File: src/rtl/cpu_ps_pkg.sv
package cpu_ps_pkg;

    typedef enum logic [1:0] {
        PS_INIT  = 2'd0,
        PS_COUNT = 2'd1,
        PS_TICK  = 2'd2
    } ps_state_e;

endpackage

File: src/rtl/ps_rate_select.sv
module ps_rate_select #(
    parameter int unsigned DIV_W        = 8,
    parameter int unsigned SA_DEF_DIV   = 4,
    parameter int unsigned USB_DEF_DIV  = 8,
    parameter int unsigned SA_DIV  [4]  = '{2, 8, 16, 32},
    parameter int unsigned USB_DIV [4]  = '{6, 24, 48, 192},
    parameter int unsigned SA_CP_DIV    = 2,
    parameter int unsigned USB_CP_DIV   = 8,
    parameter int unsigned SLOW_MIN_DIV = 24
) (
    input  logic             usb_mode,
    input  logic             pre_en,
    input  logic [1:0]       pre_code,
    output logic [DIV_W-1:0] run_div,
    output logic             run_slow,
    output logic [DIV_W-1:0] dflt_div,
    output logic             dflt_slow,
    output logic [DIV_W-1:0] cp_div
);

    localparam logic [DIV_W-1:0] SLOW_LIM = DIV_W'(SLOW_MIN_DIV);

    logic [DIV_W-1:0] table_div;

    always_comb begin
        if (usb_mode) begin
            table_div = DIV_W'(USB_DIV[pre_code]);
            dflt_div  = DIV_W'(USB_DEF_DIV);
            cp_div    = DIV_W'(USB_CP_DIV);
        end else begin
            table_div = DIV_W'(SA_DIV[pre_code]);
            dflt_div  = DIV_W'(SA_DEF_DIV);
            cp_div    = DIV_W'(SA_CP_DIV);
        end
        run_div   = pre_en ? table_div : dflt_div;
        run_slow  = usb_mode && (run_div >= SLOW_LIM);
        dflt_slow = usb_mode && (dflt_div >= SLOW_LIM);
    end

endmodule

File: src/rtl/ps_period_counter.sv
module ps_period_counter
    import cpu_ps_pkg::*;
#(
    parameter int unsigned DIV_W = 8
) (
    input  logic             clk,
    input  logic             rst_n,
    input  logic [DIV_W-1:0] init_div,
    input  logic             init_tag,
    input  logic [DIV_W-1:0] next_div,
    input  logic             next_tag,
    output logic             tick,
    output logic [DIV_W-1:0] act_div,
    output logic             act_tag
);

    localparam logic [DIV_W-1:0] ONE = DIV_W'(1);
    localparam logic [DIV_W-1:0] TWO = DIV_W'(2);

    ps_state_e        state_q, state_d;
    logic [DIV_W-1:0] cnt_q;
    logic [DIV_W-1:0] div_q;
    logic             tag_q;

    // next-state logic
    always_comb begin
        unique case (state_q)
            PS_INIT:  state_d = (init_div == TWO) ? PS_TICK : PS_COUNT;
            PS_COUNT: state_d = (cnt_q == div_q - TWO) ? PS_TICK : PS_COUNT;
            PS_TICK:  state_d = PS_COUNT;
            default:  state_d = PS_INIT;
        endcase
    end

    // state register
    always_ff @(posedge clk or negedge rst_n) begin
        if (!rst_n) state_q <= PS_INIT;
        else        state_q <= state_d;
    end

    // count and active setting
    always_ff @(posedge clk or negedge rst_n) begin
        if (!rst_n) begin
            cnt_q <= '0;
            div_q <= '0;
            tag_q <= 1'b0;
        end else begin
            unique case (state_q)
                PS_INIT: begin
                    cnt_q <= ONE;
                    div_q <= init_div;
                    tag_q <= init_tag;
                end
                PS_COUNT: cnt_q <= cnt_q + ONE;
                PS_TICK: begin
                    cnt_q <= '0;
                    div_q <= next_div;
                    tag_q <= next_tag;
                end
                default: cnt_q <= '0;
            endcase
        end
    end

    // outputs
    always_comb begin
        tick    = (state_q == PS_TICK);
        act_div = div_q;
        act_tag = tag_q;
    end

    assert_single_pulse_R4: assert property (@(posedge clk) disable iff (!rst_n)
        tick |=> !tick);

    assert_count_bound_R4: assert property (@(posedge clk) disable iff (!rst_n)
        (state_q != PS_INIT) |-> (cnt_q < div_q));

    assert_hold_mid_period_R5: assert property (@(posedge clk) disable iff (!rst_n)
        (state_q == PS_COUNT) |=> ($stable(div_q) && $stable(tag_q)));

    assert_first_state_R6: assert property (@(posedge clk) disable iff (!rst_n)
        (state_q == PS_INIT) |=> (state_q != PS_INIT));

endmodule

File: src/rtl/cpu_clk_prescaler.sv
module cpu_clk_prescaler #(
    parameter int unsigned DIV_W        = 8,
    parameter int unsigned SA_DEF_DIV   = 4,
    parameter int unsigned USB_DEF_DIV  = 8,
    parameter int unsigned SA_DIV  [4]  = '{2, 8, 16, 32},
    parameter int unsigned USB_DIV [4]  = '{6, 24, 48, 192},
    parameter int unsigned SA_CP_DIV    = 2,
    parameter int unsigned USB_CP_DIV   = 8,
    parameter int unsigned SLOW_MIN_DIV = 24
) (
    input  logic       clk_src,
    input  logic       rst_n,
    input  logic       usb_mode,
    input  logic       pre_en,
    input  logic [1:0] pre_code,
    output logic       cpu_ce,
    output logic       copro_ce,
    output logic       slow_flag
);

    logic [DIV_W-1:0] run_div, dflt_div, cp_div;
    logic             run_slow, dflt_slow;
    logic [DIV_W-1:0] cpu_div, cop_div;
    logic             cpu_slow, cop_usb;

    ps_rate_select #(
        .DIV_W(DIV_W), .SA_DEF_DIV(SA_DEF_DIV), .USB_DEF_DIV(USB_DEF_DIV),
        .SA_DIV(SA_DIV), .USB_DIV(USB_DIV), .SA_CP_DIV(SA_CP_DIV),
        .USB_CP_DIV(USB_CP_DIV), .SLOW_MIN_DIV(SLOW_MIN_DIV)
    ) u_sel (
        .usb_mode (usb_mode),
        .pre_en   (pre_en),
        .pre_code (pre_code),
        .run_div  (run_div),
        .run_slow (run_slow),
        .dflt_div (dflt_div),
        .dflt_slow(dflt_slow),
        .cp_div   (cp_div)
    );

    ps_period_counter #(.DIV_W(DIV_W)) u_cpu_cnt (
        .clk     (clk_src),
        .rst_n   (rst_n),
        .init_div(dflt_div),
        .init_tag(dflt_slow),
        .next_div(run_div),
        .next_tag(run_slow),
        .tick    (cpu_ce),
        .act_div (cpu_div),
        .act_tag (cpu_slow)
    );

    ps_period_counter #(.DIV_W(DIV_W)) u_cop_cnt (
        .clk     (clk_src),
        .rst_n   (rst_n),
        .init_div(cp_div),
        .init_tag(usb_mode),
        .next_div(cp_div),
        .next_tag(usb_mode),
        .tick    (copro_ce),
        .act_div (cop_div),
        .act_tag (cop_usb)
    );

    assign slow_flag = cpu_slow;

    assert_default_sa_R1: assert property (@(posedge clk_src) disable iff (!rst_n)
        (cpu_ce && !pre_en && !usb_mode) |=> (cpu_div == DIV_W'(SA_DEF_DIV)));

    assert_default_usb_R1: assert property (@(posedge clk_src) disable iff (!rst_n)
        (cpu_ce && !pre_en && usb_mode) |=> (cpu_div == DIV_W'(USB_DEF_DIV)));

    assert_slow_limit_R8: assert property (@(posedge clk_src) disable iff (!rst_n)
        slow_flag |-> (cpu_div >= DIV_W'(SLOW_MIN_DIV)));

    assert_copro_rate_R7: assert property (@(posedge clk_src) disable iff (!rst_n)
        copro_ce |=> (cop_div == (cop_usb ? DIV_W'(USB_CP_DIV) : DIV_W'(SA_CP_DIV))));

endmodule

File: config.mk
export PLATFORM = sky130hd
export DESIGN_NAME = cpu_clk_prescaler
export DESIGN_NICKNAME = d
export VERILOG_FILES = /design/src/rtl/cpu_ps_pkg.sv /design/src/rtl/ps_rate_select.sv /design/src/rtl/ps_period_counter.sv /design/src/rtl/cpu_clk_prescaler.sv
export SDC_FILE = /design/constraint.sdc
export NUM_CORES = 1
export LEC_CHECK = 0
export CAP_MARGIN = 0
export CORE_MARGIN = 2
export CORE_UTILIZATION = 60
export CTS_BUF_LIST = sky130_fd_sc_hd__clkbuf_2
export CTS_CLUSTER_DIAMETER = 100
export DETAILED_ROUTE_END_ITERATION = 6
export GPL_TIMING_DRIVEN = 1
export PLACE_DENSITY = 0.79
export REMOVE_ABC_BUFFERS = 1
export SKIP_CTS_REPAIR_TIMING = 1
export SLEW_MARGIN = 40
export SYNTH_ARGS = -nofsm -noshare
export SYNTH_HDL_FRONTEND = slang
export SYNTH_HIERARCHICAL = 1
export SYNTH_SLANG_ARGS = --single-unit
export TNS_END_PERCENT = 50
File: constraint.sdc
create_clock -name clk_src -period 2.2 [get_ports clk_src]
set_input_delay 0.55 -clock clk_src [delete_from_list [all_inputs] [get_ports clk_src]]
set_output_delay 0.55 -clock clk_src [all_outputs]
set_load 0.01 [all_outputs]
Yosys cells after proc, flatten, opt, wreduce, memory -nomap -nowiden
Index checks and enable logic that the tools add are counted.
- bits in registers: 37
- input port bits: 6
- output and inout port bits: 3
- logic and storage cells: 49
- muxes and demuxes: 20
- eq/ne operators: 8
- magnitude comparators: 3
- reduce and logical (&&, ||, !) cells: 6
- add/subtract/negate cells: 4
- bitwise gates (word level): 1
- operators with widths (cell ; count):
    binary-select mux 32 bit (select 2 bit) ; 2
    2-to-1 mux 8 bit ; 6
    one-hot mux 8 bit (2 select lines) ; 3
    adder 8 x 1 -> 8 bit, second input constant ; 2
    == test 8 bit ; 2
    subtractor 8 x 2 -> 8 bit, second input constant ; 2
    one-hot mux 2 bit (3 select lines) ; 2
    == test 4 x 2 -> 1 bit, second input constant ; 2
    >= comparator 8 x 5 -> 1 bit, second input constant ; 1
    2-to-1 mux 2 bit ; 4
    2-to-1 mux 4 bit ; 2
    >= comparator 4 x 5 -> 1 bit, second input constant ; 1
    == test 2 x 1 -> 1 bit, second input constant ; 2
    == test 2 bit, second input constant ; 2
    zero test 2 bit ; 2
    >= comparator 3 bit, second input constant ; 1
    NOT 2 -> 3 bit ; 1
    logical AND 1 bit ; 2
    one-hot mux 1 bit (2 select lines) ; 1
    nonzero test 2 bit ; 1
    OR reduction 2 bit ; 1

Longest topological paths before layout
- word-level depth: 9
- mapped depth: 7
- gate-level depth less buffers: 7

Modules after synthesis
The synthesis kept the hierarchy.
- modules (own cells, without submodules) (module ; times used ; seq. area each (um2) ; area each (um2) ; cells each):
    ps_period_counter at u_cop_cnt ; 1 ; 475.5 ; 1067.3 ; 109
    ps_period_counter at u_cpu_cnt ; 1 ; 475.5 ; 1059.8 ; 111
    ps_rate_select ; 1 ; 0.0 ; 291.5 ; 40

Least setup slack after synthesis
OpenSTA, ideal clock, no wires.
- path type: input -> register
- from: in usb_mode
- to: reg u_cop_cnt.state_q[0]
- required time: 2.059 ns
- stages: 5
- buffers on the path: 1
- setup slack: 0.522 ns
- library setup time: 0.141 ns
- arrival: 1.536 ns
- cell sequence: buf_4 > or4_4 > nor4_4 > a21o_1 > a31oi_1
- word-level cells in the longest chain between the ends: 4
- ends and longest elaborated chain (item ; line ; RTL):
    from (decl) ; cpu_clk_prescaler.sv:13 ; input logic usb_mode,
    2-to-1 mux 4 bit ; ps_rate_select.sv:26 ; if (usb_mode) begin
    == test 4 x 2 -> 1 bit ; ps_period_counter.sv:28 ; PS_INIT: state_d = (init_div == TWO) ? PS_TICK : PS_COUNT;
    2-to-1 mux 2 bit ; ps_period_counter.sv:28 ;
    one-hot mux 2 bit (3 select lines) ; ps_period_counter.sv:27 ; unique case (state_q)
    via u_cop_cnt.state_d[0] ; ps_period_counter.sv:20 ; ps_state_e state_q, state_d;
    to (signal assigned) ; ps_period_counter.sv:38 ; else state_q <= state_d;
    to (decl) ; ps_period_counter.sv:20 ;
The timed path passes the listed nets, and every way through them passes these cells.
A chain may end at the register's enable or synchronous reset.

Worst setup path after layout
- from: reg u_cop_cnt.state_q[1]
- to: out copro_ce
- word-level cells in the longest chain between the ends: 1
- ends and longest elaborated chain (item ; line ; RTL):
    == test 2 bit ; ps_period_counter.sv:67 ; tick = (state_q == PS_TICK);
    to (decl) ; cpu_clk_prescaler.sv:17 ; output logic copro_ce,
No other way between the ends.

==> qor.yml <==
clocking:
  cts_tree: "built"
  htree_num_levels: 2
  clock_latency_ps: 380
  numCtsBuffers: 5
  clkSlewWorstSetupHoldPaths_ps: 200
  clock-sinks: 37
  clockBufferDepth: 2
  cts_root_buffer: "clkbuf_2"
grt:
  grt_max_degree: 38
  grt_pass1_wl_um: 7210
  overflow: 0
  grt_pass1_vias: 1561
  grt_antenna_before_repair: 0
  groute.usage.overall_pct: 21.7
power_and_ir_drop:
  powerDensity_nw_per_um2: 428
  leakage_nw: 1.13
  p_comb_share_pct: 6.2
  power_switching_w: 0.000267
  vdd_ir_drop_max_uv: 336
  seqPwrFrac_pct: 64.7
  internal_power_w: 0.000785
  clkPwrFrac_pct: 29.1
  p_sw_share_pct: 25.4
sta:
  tns_ps: 0
  fin_crit_sh_pct: 95.6
  final_hold_viol_count: 0
  period_minus_slack_ps: 2100
  max_freq_ghz: 0.475
  setup_viol: 0
  timing.final.ws_setup_ps: 95.9
  finClkSkew_ps: 21.4
  drv_slew: 0
finish:
  n_antenna_cell: 0
  drive_gt1_share_pct: 7.98
  fillers: 343
  nets: 276
  final_util_pct: 65.7
  area_delta_synth_final_pct: 3.58
  layoutNonFillerInstCount: 311
  final_cell_area_um2: 2460
detailed_routing:
  dr.pass1.iters: 4
  drc: 0
  antenna_left: 0
  wl_um: 4100
  wl_per_cell_um: 13.2
  drtIter0Drc: 104
  vias: 1647
  avgViaCountPerCell: 5.30
setup_path:
  cp_data_arrival_time_ps: 1550
  slowest_delay_ps: 540
  r2r-end: "u_cop_cnt/state_q[1]"
  start_kind: "register"
  path_buf_inv: 2
  required_ps: 1650
  crit_path_end_kind: "output port"
  crit_family: "buffers and inverters"
  path_max_fanout: 5
  r2r_start: "u_cop_cnt/act_div[1]"
  reg2reg_setup_slack_ps: 440
  cpMaxStageDelayCell: "clkdlybuf4s50_1"
  criticalPathCategory: "register to output port"
  path_cells: "inv_1 -> nor2_1 -> clkdlybuf4s50_1"
  r2r_cells: 7
placement:
  place_ws_ps: 97.1
  dpl.hpwl_um: 3040
  post_dp_cell_area_um2: 2410
  placed_cells: 302
  gp_congestion: 0.829
  numPortBuffers: 8
synth:
  synthCells: 256
  syn_area_um2: 2370
  avgSynthCellArea_um2: 9.28
  yosys_warnings: 6
die:
  die-width_um: 66.9
  core-area_um2: 3740
  start_util_pct: 63.4
  dieArea_um2: 4480
  std_cell_rows: 22
  die_h_um: 66.9
  io_pins: 9
job:
  cap_violations: 0
worst_hold_path:
  hold_class: "primary input to asynchronous set/reset pin"
run_status:
  status: "finished clean"
sequential cells by signal, indices dropped and copies added (netlist names):
name / cells
u_cpu_cnt/state_q: 2
u_cop_cnt/cnt_q: 8
u_cop_cnt/state_q: 2
u_cpu_cnt/act_tag: 1
u_cpu_cnt/act_div: 8
u_cop_cnt/act_div: 8
u_cpu_cnt/cnt_q: 8
worst register-to-register path, stage by stage (launching register included):
cell and delay (ps):
dfrtp_1 470, inv_1 70, ha_1 250, nand2b_1 170
a21oi_1 150, a311oi_1 60, a41o_1 260, a41o_2 270
worst max-delay path by stage:
stage / startpoint / endpoint / slack, ps / cells after the start
2_1_floorplan: u_cop_cnt/act_div[1] / u_cop_cnt/state_q[1] / 610 / 7
6_report: u_cop_cnt/state_q[1] / copro_ce / 100 / 3
3_5_place_dp: pre_code[0] / u_cpu_cnt/act_tag / 100 / 7
3_3_place_gp: pre_code[0] / u_cpu_cnt/act_tag / 180 / 7
4_1_cts: u_cpu_cnt/state_q[1] / cpu_ce / 100 / 3
5_1_grt: u_cop_cnt/state_q[1] / copro_ce / -8 / 3
through the flow:
step                      hold slack [ps]  power, W
after floorplan                       254  0.000725
after global placement                478  0.000755
after detailed placement              482  0.000757
after CTS                             236   0.00106
after global routing                 67.5   0.00110
final                                81.2   0.00105
placed cells by master (no fill, tap or decap), drive strengths merged, types with 2 or more instances in the layout:
| cell | count |
|---|---|
| o21ai | 21 |
| nand4 | 2 |
| nor2 | 21 |
| nand3 | 16 |
| and3 | 7 |
| dfrtp | 37 |
| a31oi | 2 |
| nor4 | 2 |
| xnor2 | 12 |
| nand3b | 2 |
| a21oi | 3 |
| nor2b | 2 |
| nand2 | 23 |
| or4 | 3 |
| a41o | 3 |
| nand2b | 2 |
| clkinv | 2 |
| inv | 9 |
| clkbuf | 6 |
| buf | 7 |
| xor2 | 21 |
| nor3 | 5 |
| mux2i | 19 |
| clkdlybuf4s50 | 7 |
| ha | 8 |
| conb | 14 |
| a21o | 2 |
layout make-up:
cell class / count / area [um2] / share of cell area (%)
clock buffer: 6 / 30.0 / 1.22
sequential: 37 / 926 / 37.6
inverter: 9 / 33.8 / 1.37
timing repair buffer: 14 / 123 / 4.98
clock inverter: 2 / 10.0 / 0.407
multi-input combinational: 195 / 1280 / 51.9
tap: 48 / 60.1 / 2.44
per-layer routing:
metal	share of wire, %	wire, um	GRT usage (%)	vias to the layer above
li1	-	-	-	851
met1	49	2010	29.7	771
met2	47	1920	34.8	20
met3	3.1	128	4.05	5
met4	1.1	44	6.89	0
met5	0	0	0	-
power groups by stage:
stage	Sequential [W]	Combinational, W	Clock, W
floorplan	0.000693	0.0000315	0
global placement	0.000693	0.0000620	0
detailed placement	0.000693	0.0000643	0
CTS	0.000681	0.0000642	0.000312
global route	0.000681	0.0000755	0.000345
finish	0.000681	0.0000653	0.000306
Note: power is estimated with default switching activity, not from simulation.
